File: config.mk
export PLATFORM = sky130hd
export DESIGN_NAME = quad_setting_serial
export DESIGN_NICKNAME = d
export VERILOG_FILES = /design/src/rtl/qsi_pkg.sv /design/src/rtl/qsi_frame_ctl.sv /design/src/rtl/qsi_reg_bank.sv /design/src/rtl/qsi_shift_out.sv /design/src/rtl/quad_setting_serial.sv
export SDC_FILE = /design/constraint.sdc
export NUM_CORES = 1
export LEC_CHECK = 0
export BUFFER_PORTS_ARGS = -buffer_cell sky130_fd_sc_hd__buf_4
export CAP_MARGIN = 20
export CORE_MARGIN = 5
export CORE_UTILIZATION = 40
export CTS_BUF_LIST = sky130_fd_sc_hd__clkbuf_4
export DETAILED_ROUTE_END_ITERATION = 10
export PLACE_DENSITY = 0.61
export SLEW_MARGIN = 20
export SYNTH_ARGS = -nofsm -noshare
export SYNTH_HDL_FRONTEND = slang
export SYNTH_SLANG_ARGS = --single-unit
File: constraint.sdc
create_clock -name clk -period 2 [get_ports clk]
set_input_delay 0.1 -clock clk [delete_from_list [all_inputs] [get_ports clk]]
set_output_delay 0.1 -clock clk [all_outputs]
set_load 0.05 [all_outputs]
File: src/rtl/qsi_pkg.sv
package qsi_pkg;
  typedef enum logic [2:0] {
    ST_IDLE,
    ST_ADDR,
    ST_DATA,
    ST_COMMIT,
    ST_GAP
  } qsi_state_e;
endpackage

File: src/rtl/qsi_frame_ctl.sv
module qsi_frame_ctl
  import qsi_pkg::*;
#(
  parameter int AW = 2,
  parameter int DW = 8
) (
  input  logic          clk,
  input  logic          rst_n,
  input  logic          cs,
  input  logic          di,
  input  logic          busy,
  output logic          ld,
  output logic [AW-1:0] ld_addr,
  output logic          shift,
  output logic          wr,
  output logic [AW-1:0] wr_addr,
  output logic [DW-1:0] wr_data
);
  localparam int CNT_MAX = (DW > AW) ? DW : AW;
  localparam int CW = $clog2(CNT_MAX) + 1;
  localparam logic [CW-1:0] A_LAST = CW'(AW - 1);
  localparam logic [CW-1:0] D_LAST = CW'(DW - 1);

  qsi_state_e    state;
  logic [CW-1:0] cnt;
  logic [AW-1:0] a_sh;
  logic [DW-1:0] d_sh;
  logic [AW:0]   a_cat;
  logic [DW:0]   d_cat;

  always_comb begin
    a_cat = {di, a_sh};
    d_cat = {di, d_sh};
  end

  assign ld      = cs && (state == ST_ADDR) && (cnt == A_LAST);
  assign ld_addr = a_cat[AW:1];
  assign shift   = cs && (state == ST_DATA);
  assign wr      = cs && (state == ST_COMMIT);
  assign wr_addr = a_sh;
  assign wr_data = d_sh;

  always_ff @(posedge clk or negedge rst_n) begin
    if (!rst_n) begin
      state <= ST_IDLE;
      cnt   <= '0;
      a_sh  <= '0;
      d_sh  <= '0;
    end else if (!cs) begin
      state <= ST_IDLE;
      cnt   <= '0;
    end else begin
      unique case (state)
        ST_IDLE: if (di && !busy) begin
          state <= ST_ADDR;
          cnt   <= '0;
        end
        ST_ADDR: begin
          a_sh <= a_cat[AW:1];
          if (cnt == A_LAST) begin
            state <= ST_DATA;
            cnt   <= '0;
          end else cnt <= cnt + 1'b1;
        end
        ST_DATA: begin
          d_sh <= d_cat[DW:1];
          if (cnt == D_LAST) state <= ST_COMMIT;
          else cnt <= cnt + 1'b1;
        end
        ST_COMMIT: state <= ST_GAP;
        ST_GAP:    state <= ST_IDLE;
        default:   state <= ST_IDLE;
      endcase
    end
  end


  commit_after_data_chk: assert property (@(posedge clk) disable iff (!rst_n)
    wr |-> $past(state) == ST_DATA);

  gap_follows_commit_chk: assert property (@(posedge clk) disable iff (!rst_n)
    (cs && state == ST_COMMIT) |=> (state == ST_GAP || state == ST_IDLE));

  busy_blocks_start_chk: assert property (@(posedge clk) disable iff (!rst_n)
    (state == ST_IDLE && busy) |=> state == ST_IDLE);
endmodule

File: src/rtl/qsi_reg_bank.sv
module qsi_reg_bank #(
  parameter int NCH = 4,
  parameter int DW  = 8,
  parameter int AW  = 2
) (
  input  logic              clk,
  input  logic              rst_n,
  input  logic              cs,
  input  logic              wr,
  input  logic [AW-1:0]     wr_addr,
  input  logic [DW-1:0]     wr_data,
  input  logic [NCH*DW-1:0] nv_flat,
  output logic [NCH*DW-1:0] eff_flat
);
  logic [NCH-1:0] tv;

  for (genvar g = 0; g < NCH; g++) begin : g_ch
    logic [DW-1:0] live;
    always_ff @(posedge clk or negedge rst_n) begin
      if (!rst_n) begin
        live  <= '0;
        tv[g] <= 1'b0;
      end else if (!cs) begin
        tv[g] <= 1'b0;
      end else if (wr && wr_addr == AW'(g)) begin
        live  <= wr_data;
        tv[g] <= 1'b1;
      end
    end
    assign eff_flat[g*DW +: DW] = (cs && tv[g]) ? live : nv_flat[g*DW +: DW];
  end


  drop_temps_chk: assert property (@(posedge clk) disable iff (!rst_n)
    !cs |=> tv == '0);

  temps_persist_chk: assert property (@(posedge clk) disable iff (!rst_n)
    (cs && !wr) |=> $stable(tv) || !cs);
endmodule

File: src/rtl/qsi_shift_out.sv
module qsi_shift_out #(
  parameter int DW = 8
) (
  input  logic          clk,
  input  logic          rst_n,
  input  logic          cs,
  input  logic          ld,
  input  logic          shift,
  input  logic [DW-1:0] ld_val,
  output logic          do_bit
);
  logic [DW-1:0] sh;

  always_ff @(posedge clk or negedge rst_n) begin
    if (!rst_n)     sh <= '0;
    else if (!cs)   sh <= '0;
    else if (ld)    sh <= ld_val;
    else if (shift) sh <= sh >> 1;
  end

  assign do_bit = sh[0];


  quiet_when_deselected_chk: assert property (@(posedge clk) disable iff (!rst_n)
    !cs |=> !do_bit);

  idle_low_chk: assert property (@(posedge clk) disable iff (!rst_n)
    (cs && !ld && !shift) |=> $stable(do_bit) || !cs);
endmodule

File: src/rtl/quad_setting_serial.sv
module quad_setting_serial #(
  parameter int NCH = 4,
  parameter int DW  = 8
) (
  input  logic              clk,
  input  logic              rst_n,
  input  logic              cs,
  input  logic              di,
  input  logic              prog_busy,
  input  logic [NCH*DW-1:0] nv_vals,
  output logic              do_bit,
  output logic              do_oe,
  output logic [NCH*DW-1:0] setting
);
  localparam int AW = (NCH > 1) ? $clog2(NCH) : 1;

  logic          ld, shift, wr;
  logic [AW-1:0] ld_addr, wr_addr;
  logic [DW-1:0] wr_data;
  logic [DW-1:0] eff_arr [NCH];

  qsi_frame_ctl #(.AW(AW), .DW(DW)) u_ctl (
    .clk(clk), .rst_n(rst_n), .cs(cs), .di(di), .busy(prog_busy),
    .ld(ld), .ld_addr(ld_addr), .shift(shift),
    .wr(wr), .wr_addr(wr_addr), .wr_data(wr_data)
  );

  qsi_reg_bank #(.NCH(NCH), .DW(DW), .AW(AW)) u_bank (
    .clk(clk), .rst_n(rst_n), .cs(cs), .wr(wr), .wr_addr(wr_addr),
    .wr_data(wr_data), .nv_flat(nv_vals), .eff_flat(setting)
  );

  for (genvar g = 0; g < NCH; g++) begin : g_unpack
    assign eff_arr[g] = setting[g*DW +: DW];
  end

  qsi_shift_out #(.DW(DW)) u_out (
    .clk(clk), .rst_n(rst_n), .cs(cs), .ld(ld), .shift(shift),
    .ld_val(eff_arr[ld_addr]), .do_bit(do_bit)
  );

  assign do_oe = cs;
endmodule

==> results by group, run 1 <==
Cells and area
  • Layout fillers: 780
  • Layout Utilization: 51.09%
  • # nets final: 409
  • Share of cells above drive strength 1: 42.93%
  • Commonest non-fill, non-tap cells in the layout: buf_4, dfrtp_1, mux2_2, nand2_1, a21o_1
  • Final Non-Filler Cells: 480
  • Multi-input logic area: 1712 sq um
  • Antenna cells: 0
  • Commonest non-fill, non-tap cell in the layout: buf_4
  • Sequential Area: 1528 sq um
  • Area growth from synthesis to layout: 24.91%

Status
  • Status: finished, final reports clean

Critical path
  • Startpoint types: register
  • Crit end category: register
  • Slowest stage cell, crit path: dfrtp_1
  • Worst Path Max Fanout: 8
  • Crit-path max cell delay: 0.50 ns
  • Critical-path cell list: and4bb_1, nand3_1, buf_4, a311oi_1, a211o_1
  • Setup CP Type: register to register
  • Req. time, crit path: 2.34 ns
  • WP data arrival: 2.25 ns

GRT
  • Gr ovfl total: 0
  • GR Util All Layers: 18.05%
  • Antenna violations before repair: 0
  • Global-route wire length before repair: 14,250 um
  • Pin count of the biggest net entering global routing: 62
  • Vias in the first global route: 2,723

Floorplanning
  • Die Wd: 101.7 um
  • Std cell rows: 33
  • Core area: 8217 sq um
  • IO Pins: 71
  • Total Die Area: 10,330 sq um
  • Die outline height: 101.7 um
  • Initial Utilization: 40.90%

STA
  • Max Fclk: 0.5239 GHz
  • Final period util: 95.44%
  • TNS Setup: 0 ns
  • RSZ-0062 raised after global routing: no
  • Final Setup Violations: 0
  • Fin. Hold Viols: 0
  • Clock skew: 0.01817 ns
  • Worst slew pin tran: 0.7919 ns
  • Slew HR: 47.21%
  • Slew Limit Fails: 0
  • Fin crit period: 1.909 ns

Synthesis
  • Synthesized Nets: 334
  • Largest area contributor in the netlist: dfrtp_1
  • Register bit total from synthesis: 61
  • Post-synth top area share: 45.42%
  • Top_reg_cell synth: dfrtp_1
  • Post-Syn Area per Cell: 11.39 sq um
  • Seq/Total Area, Yosys: 45.42%
  • Yosys Warn Count: 0
  • Synth async-reset ratio: 100.0%
  • Synthesized area: 3361 sq um
  • Number of synthesized flops with an enable pin: 0
  • Synth Instances: 295
  • Synth area leaders: dfrtp_1, mux2_2, a21o_1
  • Count of unique library cells instantiated by Yosys: 52

Clock tree
  • Clk_lat worst skew: 0.41 ns
  • Clock tree buffer depth: 2
  • CTS root buffer: clkbuf_4
  • Clk pin slew, worst setup/hold paths: 0.10 ns
  • Clock sink count: 61
  • CTS tree: done
  • H-tree depth: 3
  • Setup Buffers After CTS: 0
  • Total CTS buffers: 9

Route
  • Pre-Repair DR Iteration Count: 4
  • Antenna viol nets, final: 0
  • Final WL: 8918 um
  • Via Count: 2,624
  • DRC violation count after routing: 0
  • DRT iter0 DRCs: 120
  • Vias per cell: 5.467
  • Routed wire per std cell: 18.58 um

Worst hold path
  • Hold Path Class: input port to register

Placement
  • Post-DP HPWL: 6527 um
  • Port bufs: 70
  • Final RePlAce weighted congestion: 0.8038
  • Placed Cells: 463

Job
  • # Max-Cap Violations: 0

Power
  • Power density over cell area: 689.9 nW/um^2
  • Worst vdd ir: 0.0003411 V
  • Leakage Power: 2.198 nW
==> metal layers <==
metal	GRT usage (%)	part of all wire, %
met1	24.70	48
met2	28.57	46
met4	3.272	0.52
met3	5.647	5.5
met5	0	0
==> stage by stage <==
step                      total power (W)  worst slack [ns]  hold slack [ns]  cell area [sq um]
after floorplan                  0.001634            0.2806          -0.1956               3361
after global placement           0.001808            0.1624           0.2333               3999
after detailed placement         0.001814            0.1587           0.2358               3999
after CTS                        0.002928           0.04527           0.1106               4190
after global routing             0.003018           0.02208           0.1486               4198
final                            0.002896           0.09119           0.1266               4198
==> worst max-delay path: cells and delay by family (launching register included) <==
family / cells / cell delay [ns]
AND/OR/NAND/NOR: 2 / 0.57
buffers and inverters: 1 / 0.19
flip-flops: 1 / 0.50
AO/OA/AOI/OAI: 2 / 0.57
==> cells by family (layout without fill, tap and decap cells) <==
family	count (synthesis)	in the layout	synth area share [%]
simple gates	80	80	14.56
compound gates	72	72	16.87
flops	61	61	45.42
mux	56	56	18.58
buf+inv	24	104	3.834
fa+ha+maj	2	2	0.7445
==> flip-flops by register name, indices dropped and copies added, names as in the netlist <==
register          flops
u_ctl.wr_data         8
u_ctl.cnt             4
u_ctl.state           3
u_out.sh              8
u_bank.g_ch.live     32
u_bank.tv             4
u_ctl.wr_addr         2
==> final timing paths <==
check                               start  slack (ns)  cells after the start      endpoint
max reg2reg                u_ctl.state[1]        0.09                      5   u_out.sh[1]
max                        u_ctl.state[1]        0.09                      5   u_out.sh[1]
max in group asynchronous           rst_n        1.12                      2  u_bank.tv[2]
min                           nv_vals[13]        0.13                      4   u_out.sh[5]
min in group asynchronous           rst_n        0.29                      2  u_ctl.cnt[3]
min reg2reg                   u_out.sh[4]        0.50                      1   u_out.sh[4]
==> where the power goes <==
part / total, W / switching [W] / internal, W
combinational: 0.000463 / 0.000278 / 0.000185
clock: 0.00111 / 0.000451 / 0.000656
sequential: 0.00133 / 0.0000642 / 0.00126
total: 0.00290 / 0.000793 / 0.00210
==> final cells by class <==
| class | count | share of cell area [%] |
|---|---|---|
| clock inverter | 5 | 2.355 |
| sequential | 61 | 36.39 |
| tap | 105 | 3.130 |
| multi-input combinational | 210 | 40.77 |
| clock buffer | 11 | 1.967 |
| timing repair buffer | 80 | 14.66 |
| inverter | 8 | 0.7153 |
==> Yosys cell counts (2+ instances only) <==
library cell	n
o211ai_1	4
a21o_1	20
o31ai_1	5
nand3_1	8
nor2b_1	2
buf_4	7
mux2i_1	5
ha_1	2
a211oi_1	18
nor2_1	3
a32oi_1	2
dfrtp_1	61
mux2_2	51
a211o_1	5
a21oi_1	2
and3_1	19
a311oi_1	4
inv_1	6
or3b_1	2
nand2_1	29
buf_2	4
clkbuf_1	4
o21ai_0	3
==> repair_timing <==
action	CTS	global route
endpoints found under the setup margin	0	2
endpoints found under the hold margin	61	0
hold buffers	1	0
resized for setup	0	2
Power figures use the tool's default switching activity.
==> run 2, diff against run 1 <==
- GPL_ROUTABILITY_DRIVEN: not set -> 1
- MAX_ROUTING_LAYER: not set -> met4
- clock period: 2 -> 1.77 ns (I/O delays scaled with it)
==> results by group, run 2 (synthesis gave the netlist of run 1 again) <==
Status
  • Status: finished, final reports clean

STA
  • TNS Setup: 0 ns
  • Fin. Hold Viols: 0
  • Final Setup Violations: 0
  • Slew Limit Fails: 0
  • Final period util: 96.92%
  • RSZ-0062 raised after global routing: yes
  • Slew HR: 47.45%
  • Max Fclk: 0.5829 GHz
  • Fin crit period: 1.716 ns
  • Worst slew pin tran: 0.7882 ns
  • Clock skew: 0.01468 ns
  • Hold Slack: 0.07901 ns

Placement
  • Final RePlAce weighted congestion: 0.8486
  • Port bufs: 70
  • Post-DP HPWL: 6672 um

Critical path
  • Crit path depth: 5
  • Worst Path Max Fanout: 7
  • Reg2reg path depth: 5
  • Family with the most delay on the worst path: compound AO/OA/AOI/OAI gates
  • Slowest stage cell, crit path: dfrtp_1
  • Critical-path cell list: inv_1, ha_2, or3b_4, o221a_4, a211o_1
  • Setup CP Type: register to register
  • Req. time, crit path: 2.05 ns
  • Crit-path max cell delay: 0.42 ns
  • Crit end category: register
  • WP buf/inv: 1
  • Startpoint types: register
  • WP data arrival: 1.99 ns

Power
  • Leakage Power: 2.343 nW
  • Power density over cell area: 728.0 nW/um^2
  • Sw Pwr: 0.0009119 W
  • Sw frac: 27.92%
  • Worst vdd ir: 0.0003621 V
  • Part of the power in registers: 45.9%
  • Internal power: 0.002354 W
  • Clk network pwr share: 37.1%
  • Comb pwr share: 17.0%
  • Total power: 0.003266 W

Route
  • Vias per cell: 5.469
  • Final WL: 9044 um
  • DRC violation count after routing: 0
  • Routed wire per std cell: 18.12 um
  • Via Count: 2,729
  • Pre-Repair DR Iteration Count: 4
  • Antenna viol nets, final: 0
  • DRT iter0 DRCs: 135

Floorplanning
  • Initial Utilization: 40.90%
  • Core area: 8217 sq um
  • IO Pins: 71
  • Std cell rows: 33
  • Total Die Area: 10,330 sq um
  • Die Wd: 101.7 um
  • Die outline height: 101.7 um

GRT
  • Gr ovfl total: 0
  • Pin count of the biggest net entering global routing: 62
  • GR Util All Layers: 19.33%
  • Antenna violations before repair: 0
  • Global-route wire length before repair: 14,750 um
  • Vias in the first global route: 2,799

Cells and area
  • # nets final: 429
  • Largest register FFs: 32
  • Largest Register: u_bank.g_ch.live
  • Commonest non-fill, non-tap cell in the layout: buf_4
  • Area growth from synthesis to layout: 33.47%
  • Share of cells above drive strength 1: 50.25%
  • Antenna cells: 0
  • Commonest non-fill, non-tap cells in the layout: buf_4, dfrtp_1, mux2_2, nand2_1, a21o_1
  • Layout Utilization: 54.59%

Clock tree
  • CTS root buffer: clkbuf_4
  • Total CTS buffers: 9
  • Clk_lat worst skew: 0.40 ns
  • CTS tree: done
  • H-tree depth: 3
  • Clk pin slew, worst setup/hold paths: 0.10 ns
  • Clock tree buffer depth: 2
  • Clock sink count: 61

Worst hold path
  • Count of cells along the worst hold path: 3
  • Hold Path Class: input port to register

Job
  • # Max-Cap Violations: 0
run 2: cell types whose count changed in the layout (fill, tap and decap cells not counted), sizes merged:
cell    previous run  this run
clkinv             3         4
buf               79        99
clkbuf            11         9
run 2: power groups by stage:
stage	clock network (W)	registers [W]	logic [W]
floorplan	0	0.00147	0.000373
global placement	0	0.00152	0.000527
detailed placement	0	0.00152	0.000532
CTS	0.00124	0.00150	0.000546
global route	0.00130	0.00151	0.000598
finish	0.00121	0.00150	0.000555
run 2: path summary, 6_finish.rpt:
| check | start | endpoint | slack (ns) |
|---|---|---|---|
| setup / recovery | u_ctl.cnt[1] | u_out.sh[2] | 0.05 |
| hold / removal | cs | u_ctl.state[0] | 0.08 |
| setup reg to reg | u_ctl.cnt[1] | u_out.sh[2] | 0.05 |
| hold reg to reg | u_out.sh[5] | u_out.sh[5] | 0.50 |
| max in group asynchronous | rst_n | u_ctl.state[1] | 0.91 |
| min in group asynchronous | rst_n | u_ctl.cnt[2] | 0.30 |
run 2: worst min-delay path, delay by kind of cell:
family / cells / cell delay (ns)
buffers and inverters: 1 / 0.20
AND/OR/NAND/NOR: 2 / 0.16
run 2: cell type report:
cell class | instances | area, sq um
clock buffers | 9 | 67.56
clock inverters | 6 | 102.6
fillers | 745 | 3731
inverters | 8 | 30.03
multi-input cells | 210 | 1802
flip-flops and latches | 61 | 1534
well taps | 105 | 131.4
repair buffers | 100 | 818.3
run 2: metal layers:
layer	vias to the layer above	wire length [um]	global-route usage (%)
met1	1344	4510	26.86
met2	60	4091	28.37
met3	11	310	3.926
met5	-	0	-
met4	0	131	6.033
li1	1314	-	-
run 2: repair_timing:
action                                  CTS  global route
cloned                                    0             0
buffers inserted                          3             3
hold endpoints to repair                 61             0
gates resized for setup                  10            19
pin swaps                                 1            11
hold buffers                              1             0
endpoints found under the setup margin   16            30
run 2: through the flow:
step / area [sq um] / cells / setup slack, ns
after floorplan: 3361 / 295 / 0.05060
after global placement: 4141 / 477 / -0.1651
after detailed placement: 4141 / 477 / -0.1645
after CTS: 4387 / 496 / -0.01276
after global routing: 4486 / 499 / -0.03779
final: 4486 / 499 / 0.05446
